### src/rtl/ebus_pkg.sv
package ebus_pkg;
  typedef enum logic [2:0] {
    ST_IDLE,
    ST_ADDR,
    ST_DATA,
    ST_END,
    ST_HOLD
  } ebus_st_e;
endpackage

### src/rtl/ebus_seq.sv
module ebus_seq
  import ebus_pkg::*;
#(
  parameter int STATE_CLKS = 2
) (
  input  logic     clk_i,
  input  logic     rst_ni,
  input  logic     hold_i,
  input  logic     req_valid_i,
  input  logic     word_i,
  input  logic     cfg_bw_en_i,
  input  logic     buswidth_i,
  input  logic     ready_i,
  output ebus_st_e st_o,
  output logic     ph_first_o,
  output logic     second_o,
  output logic     is16_o,
  output logic     req_ready_o,
  output logic     capture_o,
  output logic     rsp_valid_o
);
  localparam int PH_W = (STATE_CLKS > 1) ? $clog2(STATE_CLKS) : 1;
  localparam logic [PH_W-1:0] PH_LAST = PH_W'(STATE_CLKS - 1);

  ebus_st_e        st;
  logic [PH_W-1:0] ph;
  logic            last;

  assign last        = (ph == PH_LAST);
  assign st_o        = st;
  assign ph_first_o  = (ph == '0);
  assign req_ready_o = (st == ST_IDLE) && !hold_i;
  assign capture_o   = (st == ST_DATA) && last && ready_i;

  always_ff @(posedge clk_i or negedge rst_ni) begin
    if (!rst_ni) begin
      st          <= ST_IDLE;
      ph          <= '0;
      second_o    <= 1'b0;
      is16_o      <= 1'b0;
      rsp_valid_o <= 1'b0;
    end else begin
      rsp_valid_o <= 1'b0;
      case (st)
        ST_IDLE: begin
          ph       <= '0;
          second_o <= 1'b0;
          if (hold_i) st <= ST_HOLD;
          else if (req_valid_i) st <= ST_ADDR;
        end
        ST_HOLD: if (!hold_i) st <= ST_IDLE;
        ST_ADDR: begin
          if (last) begin
            ph <= '0;
            // width fixed by the first half of a split word
            if (!second_o) is16_o <= cfg_bw_en_i && buswidth_i;
            st <= ST_DATA;
          end else ph <= ph + PH_W'(1);
        end
        ST_DATA: begin
          if (last) begin
            ph <= '0;
            if (ready_i) st <= ST_END;
          end else ph <= ph + PH_W'(1);
        end
        ST_END: begin
          if (last) begin
            ph <= '0;
            if (word_i && !is16_o && !second_o) begin
              second_o <= 1'b1;
              st       <= ST_ADDR;
            end else begin
              st          <= ST_IDLE;
              rsp_valid_o <= 1'b1;
            end
          end else ph <= ph + PH_W'(1);
        end
        default: st <= ST_IDLE;
      endcase
    end
  end

  p_wait_state_r9: assert property (@(posedge clk_i) disable iff (!rst_ni)
    (st == ST_DATA && last && !ready_i) |=> (st == ST_DATA));
  p_hold_grant_r11: assert property (@(posedge clk_i) disable iff (!rst_ni)
    (st == ST_IDLE && hold_i) |=> (st == ST_HOLD));
  p_split_second_r4: assert property (@(posedge clk_i) disable iff (!rst_ni)
    (st == ST_END && last && word_i && !is16_o && !second_o) |=> (st == ST_ADDR && second_o));
  p_rsp_after_end_r2: assert property (@(posedge clk_i) disable iff (!rst_ni)
    rsp_valid_o |-> ($past(st) == ST_END));
endmodule

### src/rtl/ebus_lane.sv
module ebus_lane
  import ebus_pkg::*;
#(
  parameter int BUS_W = 16
) (
  input  logic             clk_i,
  input  logic             rst_ni,
  input  ebus_st_e         st_i,
  input  logic             second_i,
  input  logic             is16_i,
  input  logic             write_i,
  input  logic             word_i,
  input  logic [BUS_W-1:0] cur_addr_i,
  input  logic [BUS_W-1:0] wdata_i,
  input  logic             capture_i,
  input  logic [BUS_W-1:0] ad_i,
  output logic [BUS_W-1:0] ad_o,
  output logic             ad_oe_o,
  output logic [BUS_W-1:0] rdata_o
);
  localparam int LANE_W = BUS_W / 2;

  logic [LANE_W-1:0] byte_sel;
  logic [BUS_W-1:0]  byte_rep;

  assign byte_sel = (word_i && second_i) ? wdata_i[BUS_W-1:LANE_W] : wdata_i[LANE_W-1:0];

  for (genvar g = 0; g < 2; g++) begin : g_rep
    assign byte_rep[g*LANE_W +: LANE_W] = byte_sel;
  end

  always_comb begin
    ad_o    = cur_addr_i;
    ad_oe_o = 1'b0;
    case (st_i)
      ST_ADDR: ad_oe_o = 1'b1;
      ST_DATA: if (write_i) begin
        ad_oe_o = 1'b1;
        ad_o    = (is16_i && word_i) ? wdata_i : byte_rep;
      end
      default: ad_oe_o = 1'b0;
    endcase
  end

  always_ff @(posedge clk_i or negedge rst_ni) begin
    if (!rst_ni) begin
      rdata_o <= '0;
    end else if (capture_i && !write_i) begin
      if (is16_i && word_i) rdata_o <= ad_i;
      else if (is16_i) rdata_o <= {{LANE_W{1'b0}},
        cur_addr_i[0] ? ad_i[BUS_W-1:LANE_W] : ad_i[LANE_W-1:0]};
      else if (word_i && second_i) rdata_o[BUS_W-1:LANE_W] <= ad_i[LANE_W-1:0];
      else rdata_o <= {{LANE_W{1'b0}}, ad_i[LANE_W-1:0]};
    end
  end
endmodule

### src/rtl/ebus_strobe.sv
module ebus_strobe
  import ebus_pkg::*;
(
  input  logic     clk_i,
  input  logic     rst_ni,
  input  ebus_st_e st_i,
  input  logic     ph_first_i,
  input  logic     write_i,
  input  logic     inst_i,
  input  logic     word_i,
  input  logic     is16_i,
  input  logic     a0_i,
  input  logic     cfg_adv_i,
  input  logic     cfg_split_i,
  input  logic     req_valid_i,
  output logic     astb_o,
  output logic     rd_n_o,
  output logic     wr_wrl_n_o,
  output logic     bhe_wrh_n_o,
  output logic     inst_o,
  output logic     ctl_oe_o,
  output logic     hlda_o,
  output logic     breq_o
);
  logic busy, strobe, wr_act, even_b, odd_b;

  assign busy   = (st_i == ST_ADDR) || (st_i == ST_DATA) || (st_i == ST_END);
  assign strobe = (st_i == ST_DATA);
  assign wr_act = strobe && write_i;
  assign even_b = is16_i ? (word_i || !a0_i) : !a0_i;
  assign odd_b  = is16_i ? (word_i || a0_i) : a0_i;

  assign astb_o = cfg_adv_i ? !((st_i == ST_ADDR) || strobe)
                            : ((st_i == ST_ADDR) && ph_first_i);
  assign rd_n_o      = !(strobe && !write_i);
  assign wr_wrl_n_o  = cfg_split_i ? !(wr_act && even_b) : !wr_act;
  assign bhe_wrh_n_o = cfg_split_i ? !(wr_act && odd_b) : !(wr_act && is16_i && (word_i || a0_i));
  assign inst_o      = busy && !write_i && inst_i;
  assign hlda_o      = (st_i == ST_HOLD);
  assign ctl_oe_o    = !hlda_o;
  assign breq_o      = hlda_o && req_valid_i;

  p_ale_pulse_r2: assert property (@(posedge clk_i) disable iff (!rst_ni)
    (!cfg_adv_i && astb_o) |=> (!astb_o || cfg_adv_i));
  p_strobe_excl_r6: assert property (@(posedge clk_i) disable iff (!rst_ni)
    !(!rd_n_o && (!wr_wrl_n_o || !bhe_wrh_n_o)));
endmodule

### src/rtl/ebus_cycle_ctrl.sv
module ebus_cycle_ctrl
  import ebus_pkg::*;
#(
  parameter int BUS_W      = 16,
  parameter int STATE_CLKS = 2
) (
  input  logic             clk_i,
  input  logic             rst_ni,
  input  logic             cfg_bw_pin_en_i,
  input  logic             cfg_adv_mode_i,
  input  logic             cfg_split_wr_i,
  input  logic             req_valid_i,
  output logic             req_ready_o,
  input  logic             req_write_i,
  input  logic             req_word_i,
  input  logic             req_inst_i,
  input  logic [BUS_W-1:0] req_addr_i,
  input  logic [BUS_W-1:0] req_wdata_i,
  output logic             rsp_valid_o,
  output logic [BUS_W-1:0] rsp_rdata_o,
  output logic [BUS_W-1:0] ad_o,
  input  logic [BUS_W-1:0] ad_i,
  output logic             ad_oe_o,
  output logic             astb_o,
  output logic             rd_n_o,
  output logic             wr_wrl_n_o,
  output logic             bhe_wrh_n_o,
  output logic             inst_o,
  output logic             ctl_oe_o,
  input  logic             buswidth_i,
  input  logic             ready_i,
  input  logic             hold_i,
  output logic             hlda_o,
  output logic             breq_o
);
  ebus_st_e         st;
  logic             ph_first, second, is16, capture, accept;
  logic             q_write, q_word, q_inst;
  logic [BUS_W-1:0] q_addr, q_wdata, cur_addr;

  assign accept = req_valid_i && req_ready_o;

  always_ff @(posedge clk_i or negedge rst_ni) begin
    if (!rst_ni) begin
      q_write <= 1'b0;
      q_word  <= 1'b0;
      q_inst  <= 1'b0;
      q_addr  <= '0;
      q_wdata <= '0;
    end else if (accept) begin
      q_write <= req_write_i;
      q_word  <= req_word_i;
      q_inst  <= req_inst_i;
      q_addr  <= req_addr_i;
      q_wdata <= req_wdata_i;
    end
  end

  // words are aligned; second half of a split word targets the odd byte
  always_comb begin
    cur_addr = q_addr;
    if (q_word) cur_addr[0] = second;
  end

  ebus_seq #(.STATE_CLKS(STATE_CLKS)) u_seq (
    .clk_i(clk_i), .rst_ni(rst_ni), .hold_i(hold_i), .req_valid_i(req_valid_i),
    .word_i(q_word), .cfg_bw_en_i(cfg_bw_pin_en_i), .buswidth_i(buswidth_i),
    .ready_i(ready_i), .st_o(st), .ph_first_o(ph_first), .second_o(second),
    .is16_o(is16), .req_ready_o(req_ready_o), .capture_o(capture),
    .rsp_valid_o(rsp_valid_o)
  );

  ebus_lane #(.BUS_W(BUS_W)) u_lane (
    .clk_i(clk_i), .rst_ni(rst_ni), .st_i(st), .second_i(second), .is16_i(is16),
    .write_i(q_write), .word_i(q_word), .cur_addr_i(cur_addr), .wdata_i(q_wdata),
    .capture_i(capture), .ad_i(ad_i), .ad_o(ad_o), .ad_oe_o(ad_oe_o),
    .rdata_o(rsp_rdata_o)
  );

  ebus_strobe u_strobe (
    .clk_i(clk_i), .rst_ni(rst_ni), .st_i(st), .ph_first_i(ph_first),
    .write_i(q_write), .inst_i(q_inst), .word_i(q_word), .is16_i(is16),
    .a0_i(cur_addr[0]), .cfg_adv_i(cfg_adv_mode_i), .cfg_split_i(cfg_split_wr_i),
    .req_valid_i(req_valid_i), .astb_o(astb_o), .rd_n_o(rd_n_o),
    .wr_wrl_n_o(wr_wrl_n_o), .bhe_wrh_n_o(bhe_wrh_n_o), .inst_o(inst_o),
    .ctl_oe_o(ctl_oe_o), .hlda_o(hlda_o), .breq_o(breq_o)
  );

  p_hold_float_r11: assert property (@(posedge clk_i) disable iff (!rst_ni)
    hlda_o |-> (!ad_oe_o && !ctl_oe_o));
  p_hold_blocks_req_r12: assert property (@(posedge clk_i) disable iff (!rst_ni)
    hlda_o |-> !req_ready_o);
  p_read_no_drive_r13: assert property (@(posedge clk_i) disable iff (!rst_ni)
    !rd_n_o |-> !ad_oe_o);
endmodule

### config.mk
export PLATFORM = sky130hd
export DESIGN_NAME = ebus_cycle_ctrl
export DESIGN_NICKNAME = d
export VERILOG_FILES = /design/src/rtl/ebus_pkg.sv /design/src/rtl/ebus_seq.sv /design/src/rtl/ebus_lane.sv /design/src/rtl/ebus_strobe.sv /design/src/rtl/ebus_cycle_ctrl.sv
export SDC_FILE = /design/constraint.sdc
export NUM_CORES = 1
export LEC_CHECK = 0
export BUFFER_PORTS_ARGS = -buffer_cell sky130_fd_sc_hd__buf_2
export CORE_AREA = 5 5 105 68
export DETAILED_ROUTE_END_ITERATION = 10
export DIE_AREA = 0 0 110 73
export HOLD_SLACK_MARGIN = 0.08
export PLACE_DENSITY_LB_ADDON = 0.1
export SLEW_MARGIN = 0
export SYNTH_ARGS = -nofsm -noshare
export SYNTH_HDL_FRONTEND = slang
export SYNTH_SLANG_ARGS = --single-unit
export TNS_END_PERCENT = 1
### constraint.sdc
create_clock -name clk_i -period 2.2 [get_ports clk_i]
set_input_delay 0.22 -clock clk_i [delete_from_list [all_inputs] [get_ports clk_i]]
set_output_delay 0.22 -clock clk_i [all_outputs]
set_load 0.005 [all_outputs]
==> out/metrics.csv, run 1 <==
stage,metric,value,unit
outcome,outcome,"finished, final reports clean",
yosys,synth_cell_types,39,
timing,fin_skew,0.01053,ns
timing,slew_headroom,0.5662,
yosys,synth_compound_area_frac,0.08997,
clock_network,postCtsSetupRepairBufs,0,
yosys,synth-seq-cells,58,
clock_network,numClockSinks,58,
setup_path,worst_path_dominant_cell_family,simple AND/OR/NAND/NOR gates,
power_and_ir_drop,intPower,2.002,mW
clock_network,postCtsHoldBufs,1,
yosys,yosysSeqAreaShare,0.4970,
clock_network,tritoncts,built,
global_routing,grt_pass1_vias,2278,
clock_network,postCtsResizedCells,0,
min_path,holdCritPathClass,in -> reg,
detailed_routing,routed-wl-met3,582,µm
yosys,synth_xor_area_frac,0.002999,
placement,routabilityCongestion,0.7495,
detailed_routing,drtAntennaViolNets,0,
clock_network,insertion_delay,0.33,ns
power_and_ir_drop,clockPowerShare,0.305,
detailed_routing,drc_errors,0,
clock_network,clock_tree.root_cell,clkbuf_8,
setup_path,worstPathCellList,or4b_1 -> nor2_2 -> mux2_2,
timing,hold_viol,0,
yosys,synth_top_family_by_area,multiplexers,
yosys,synth.area.mux_share,0.2858,
clock_network,cts_buffers,9,
timing,period_needed,2.044,ns
setup_path,crit_arrival,2.25,ns
timing,rsz0062_at_grt,false,
detailed_routing,topRoutingLayerUsed,met4,
global_routing,grtUsageTotal,0.1854,
global_routing,grt_max_degree,36,
yosys,yosys.area_share.adder,0,
power_and_ir_drop,ir_worst_vdd,0.3893,mV
detailed_routing,drt-met1-wl,3.130,mm
floorplanning,core,6245,µm²
placement,dp_hpwl,4.993,mm
power_and_ir_drop,power.share.switching,0.2807,
global_routing,antenna_found_initial,0,
timing,tightest_slew,0.6507,ns
clock_network,htreeDepth,3,
global_routing,grt_pass1_wl,11.25,mm
floorplanning,io_pins,103,
detailed_routing,finalWirelength,6.939,mm
yosys,synthSimpleGateAreaFrac,0.08740,
setup_path,critPathBufInv,0,
finish,antenna_cells,0,
timing,drv_slew,0,
floorplanning,die_h,73,µm
floorplanning,die_w,110,µm
detailed_routing,drt_iter0_drc,63,
floorplanning,rows,23,
clock_network,clk_pin_slew,0.07,ns
global_routing,grt_overflow,0,
yosys,synth_area_leaders,"dfrtp_1, mux2_2, mux2i_1, a21oi_1, a22o_1",
detailed_routing,wire_per_inst,15.66,µm
job,maxCapViolCount,0,
yosys,yosysWarnings,0,
floorplanning,initial_core_util,0.4676,
finish,syn2layout_area_growth,27.68,%
detailed_routing,routed_via_density,5.111,
yosys,synth_cells,246,
setup_path,slowest_stage,or4b_1,
setup_path,endpoint_kind,flop,
setup_path,worst-setup-path-type,reg -> reg,
power_and_ir_drop,comb_power_share,0.221,
detailed_routing,vias,2264,
setup_path,worstPathMaxFanout,10,
placement,dpl_cell_area,3547,µm²
finish,drive_gt1_frac,0.5337,
detailed_routing,wl_met2,3.189,mm
power_and_ir_drop,power_per_cell_area,746.5,nW/µm²
setup_path,worstPathRequired,2.41,ns
yosys,synth_area,2920,µm²
yosys,yosysTopAreaCell,dfrtp_1,
power_and_ir_drop,p_switching,781.4,µW
detailed_routing,drt-pass1-iter-count,4,
timing,setup_tns,0,ns
yosys,syn_avg_cell_area,11.87,µm²
timing,finalSetupViolCount,0,
yosys,synth_top_area_frac,0.4970,
timing,fmax,0.4892,GHz
power_and_ir_drop,seq_power_share,0.473,
setup_path,start_kind,flop,
yosys,mappedNetlistNets,306,
finish,nets,411,
finish,postLayoutCellArea,3729,µm²
placement,portBuffers,102,
clock_network,cts_buffer_depth,2,
floorplanning,die_area,8030,µm²
power_and_ir_drop,total_power,2.784,mW
power_and_ir_drop,p_leak,1.828,nW
timing,fin_crit_sh,0.9292,
setup_path,max_stage_delay,0.64,ns
cells in the mapped netlist, drive strengths merged:
cell,instances
a211oi,1
inv,6
nor4,4
or3b,1
or4b,1
and2,2
nand2,6
nand3b,1
a2111oi,1
nor2,18
nand3,1
and3b,1
a21boi,1
a221oi,1
nor4bb,1
buf,9
a21oi,22
and4bb,1
nor3,2
a21o,1
o221ai,1
and3,1
mux2i,17
a22o,8
nor2b,2
o21ai,6
xnor2,1
nor3b,1
mux2,59
dfrtp,58
clkbuf,9
or3,1
nor4b,1
power groups by stage:
stage | clock [mW] | sequential [mW] | combinational, mW
4_1_cts | 0.881 | 1.32 | 0.629
2_1_floorplan | 0 | 1.30 | 0.411
3_3_place_gp | 0 | 1.33 | 0.621
5_1_grt | 0.935 | 1.34 | 0.696
3_5_place_dp | 0 | 1.33 | 0.625
6_report | 0.849 | 1.32 | 0.616
worst paths after layout:
check	startpoint	endpoint	slack [ns]	cells past startpoint
setup / recovery	u_seq.st_o[0]	u_lane.rdata_o[13]	0.16	3
min in group asynchronous	rst_ni	u_seq.rsp_valid_o	0.45	2
max in group asynchronous	rst_ni	q_addr[7]	1.15	3
hold reg to reg	u_lane.rdata_o[12]	u_lane.rdata_o[12]	0.50	1
setup reg to reg	u_seq.st_o[0]	u_lane.rdata_o[13]	0.16	3
hold / removal	req_addr_i[3]	q_addr[3]	0.11	2
registers in the layout, indices dropped and copies added (netlist names):
name	flops
u_seq.st_o	3
u_seq.is16_o	1
q_inst	1
u_seq.rsp_valid_o	1
q_wdata	16
q_word	1
u_lane.rdata_o	16
q_write	1
u_seq.last	1
u_seq.second_o	1
q_addr	16
layout by cell type, fill, tap and decap left out, types with 2 or more instances in the layout:
master,count
nor2b_1,2
nor4_1,4
buf_2,102
clkinvlp_4,2
mux2_2,59
nor2_1,17
a22o_1,8
a21oi_1,22
inv_1,6
o21ai_0,5
clkinv_2,3
dfrtp_1,58
nand2_1,6
buf_12,2
clkbuf_8,10
buf_4,7
and2_1,2
mux2i_1,17
stage by stage:
step	hold slack (ns)	util	cells	worst slack, ns
after floorplan	-0.07559	-	246	0.2869
after global placement	0.2848	0.5680	426	0.2012
after detailed placement	0.2832	0.5680	426	0.1410
after CTS	0.09668	0.5971	443	0.1370
after global routing	0.09593	0.5971	443	0.04028
final	0.1133	0.5971	443	0.1557
per-layer routing:
metal / global-route usage / up-vias
met5: 0 / -
li1: - / 1101
met3: 0.08046 / 4
met2: 0.2762 / 65
met1: 0.2497 / 1094
met4: 0.04426 / 0
cell families after synthesis:
group	after synthesis
XOR/XNOR	1
buffers and inverters	24
AO/OA/AOI/OAI	42
AND/OR/NAND/NOR	45
flip-flops	58
multiplexers	76
final cells by class:
class / instances / area (µm²)
Multi-Input combinational cell: 164 / 1361
Fill cell: 595 / 2516
Tap cell: 87 / 108.9
Clock inverter: 5 / 30.03
Sequential cell: 58 / 1451
Timing Repair Buffer: 112 / 613.1
Clock buffer: 11 / 141.4
Inverter: 6 / 22.52
Note: power is estimated with default switching activity, not from simulation.
==> run 2, diff against run 1 <==
==> constraint.sdc (replaced) <==
create_clock -name clk_i -period 1.9 [get_ports clk_i]
set_input_delay 0.285 -clock clk_i [delete_from_list [all_inputs] [get_ports clk_i]]
set_output_delay 0.285 -clock clk_i [all_outputs]
set_load 0.005 [all_outputs]
==> out/metrics.csv, run 2 (synthesis gave the netlist of run 1 again) <==
stage,metric,value,unit,change
finish,layout_commonest_cell,buf_2,,unchanged
floorplanning,io_pins,103,,unchanged
floorplanning,die_h,73,µm,unchanged
placement,dpl_cell_area,3617,µm²,was 3547 µm²
power_and_ir_drop,p_leak,1.939,nW,was 1.828 nW
detailed_routing,wire_per_inst,16.11,µm,was 15.66 µm
setup_path,worstPathRequired,1.62,ns,was 2.41 ns
setup_path,crit_arrival,1.74,ns,was 2.25 ns
global_routing,grt_pass1_wl,11.52,mm,was 11.25 mm
finish,final_cell_mix,"buf_2, mux2_2, dfrtp_1",,unchanged
placement,routabilityCongestion,0.8001,,was 0.7495
finish,postLayoutCellArea,3980,µm²,was 3729 µm²
placement,portBuffers,102,,unchanged
outcome,violations,setup timing,,
clock_network,numClockSinks,58,,unchanged
min_path,holdCritPathClass,in -> reg,,unchanged
detailed_routing,finalWirelength,7.329,mm,was 6.939 mm
power_and_ir_drop,power_per_cell_area,871.0,nW/µm²,was 746.5 nW/µm²
timing,worst_slack,-0.1277,ns,was 0.1557 ns
finish,fillers,541,,was 595
clock_network,htreeDepth,3,,unchanged
timing,hold_viol,0,,unchanged
global_routing,antenna_found_initial,0,,unchanged
finish,reg.largest.list,"q_addr (16), q_wdata (16), u_lane.rdata_o (16)",,unchanged
timing,setup_tns,-1.720,ns,was 0 ns
floorplanning,rows,23,,unchanged
finish,final_cell_count_no_fill,455,,was 443
setup_path,endpoint_kind,output pin,,was flop
finish,syn2layout_area_growth,36.29,%,was 27.68%
floorplanning,core,6245,µm²,unchanged
timing,fin_crit_sh,1.067,,
global_routing,grt_max_degree,36,,unchanged
detailed_routing,drc_errors,0,,unchanged
floorplanning,die_w,110,µm,unchanged
timing,fmax,0.4932,GHz,
power_and_ir_drop,total_power,3.467,mW,was 2.784 mW
power_and_ir_drop,ir_worst_vdd,0.4626,mV,was 0.3893 mV
finish,drive_gt1_frac,0.5788,,was 0.5337
placement,dpl_worst_slack,0.03223,ns,was 0.1410 ns
floorplanning,die_area,8030,µm²,unchanged
clock_network,cts_buffers,9,,unchanged
clock_network,clk_pin_slew,0.07,ns,about the same
detailed_routing,drtAntennaViolNets,0,,unchanged
timing,period_needed,2.028,ns,
clock_network,clock_tree.root_cell,clkbuf_8,,unchanged
finish,multi_input_area,1399,µm²,was 1361 µm²
timing,drv_slew,0,,unchanged
timing,finalSetupViolCount,18,,was 0
timing,fin_skew,0.01118,ns,was 0.01053 ns
detailed_routing,vias,2328,,was 2264
global_routing,grtUsageTotal,0.1875,,was 0.1854
setup_path,worstPathMaxFanout,9,,was 10
floorplanning,initial_core_util,0.4676,,unchanged
setup_path,start_kind,flop,,unchanged
finish,final_util,0.6373,,was 0.5971
clock_network,tritoncts,built,,unchanged
global_routing,grt_overflow,0,,unchanged
global_routing,grt_pass1_vias,2351,,was 2278
clock_network,cts_buffer_depth,2,,unchanged
timing,rsz0062_at_grt,true,,was false
placement,dp_hpwl,5.077,mm,was 4.993 mm
job,maxCapViolCount,0,,unchanged
finish,antenna_cells,0,,unchanged
setup_path,worst-setup-path-type,reg -> out,,was reg -> reg
finish,nets,424,,was 411
detailed_routing,routed_via_density,5.116,,was 5.111
timing,tightest_slew,0.5953,ns,was 0.6507 ns
outcome,outcome,"complete, but fails checks",,"was finished, final reports clean"
timing,hold_ws,0.1859,ns,was 0.1133 ns
detailed_routing,drt_iter0_drc,58,,was 63
clock_network,insertion_delay,0.33,ns,about the same
detailed_routing,drt-pass1-iter-count,4,,unchanged
timing,slew_headroom,0.5929,,was 0.5662
placement,place_inst,432,,was 426
finish,seq_area,1451,µm²,unchanged
[run 2: changes by cell type in the layout (fill, tap and decap cells not counted), moves of 3 or more]
cell	change
nor2_1	-6
buf_6	+3
nor2_2	+6
buf_12	+3
buf_4	+5
[run 2: area by class of cell]
type | count | share of cell area
flip-flops and latches | 58 | 0.3647
multi-input cells | 164 | 0.3515
repair buffers | 125 | 0.1996
clock buffers | 13 | 0.04244
well taps | 87 | 0.02735
clock inverters | 2 | 0.008802
inverters | 6 | 0.005659
[run 2: worst paths after layout]
kind                                    start            endpoint  slack [ns]  cells after the start
min reg2reg                u_lane.rdata_o[14]  u_lane.rdata_o[14]        0.50                      1
max reg2reg                     u_seq.st_o[0]   u_lane.rdata_o[6]        0.01                      3
max                             u_seq.st_o[0]            ad_o[10]       -0.13                      6
min                            req_addr_i[13]          q_addr[13]        0.19                      2
max in group asynchronous              rst_ni       u_seq.st_o[1]        0.85                      3
min in group asynchronous              rst_ni   u_lane.rdata_o[3]        0.47                      2
[run 2: worst max-delay path, stage by stage, from the launching register on]
cell	delay (ns)
dfrtp_1	0.39
buf_6	0.14
and4bb_4	0.40
clkbuf_16	0.19
nor2_1	0.04
a21oi_1	0.11
buf_2	0.13
[run 2: what timing repair did]
action | 4_1_cts | 5_1_grt
gates resized for setup | 4 | 13
hold buffers | 1 | 0
gates cloned | 1 | 2
setup endpoints to repair | 18 | 27
endpoints found under the hold margin | 20 | 0
buffers inserted | 1 | 4
pin swaps | 1 | 1
[run 2: report_power, final]
group / switching (mW) / internal [mW]
sequential: 0.115 / 1.41
clock: 0.453 / 0.704
combinational: 0.337 / 0.449
total: 0.905 / 2.56
[run 2: per-layer routing]
metal	wire (µm)	vias up	track usage
li1	-	1119	-
met5	0	-	0
met2	3372	73	0.2849
met3	577	5	0.06631
met4	44	0	0.04979
met1	3335	1131	0.2553
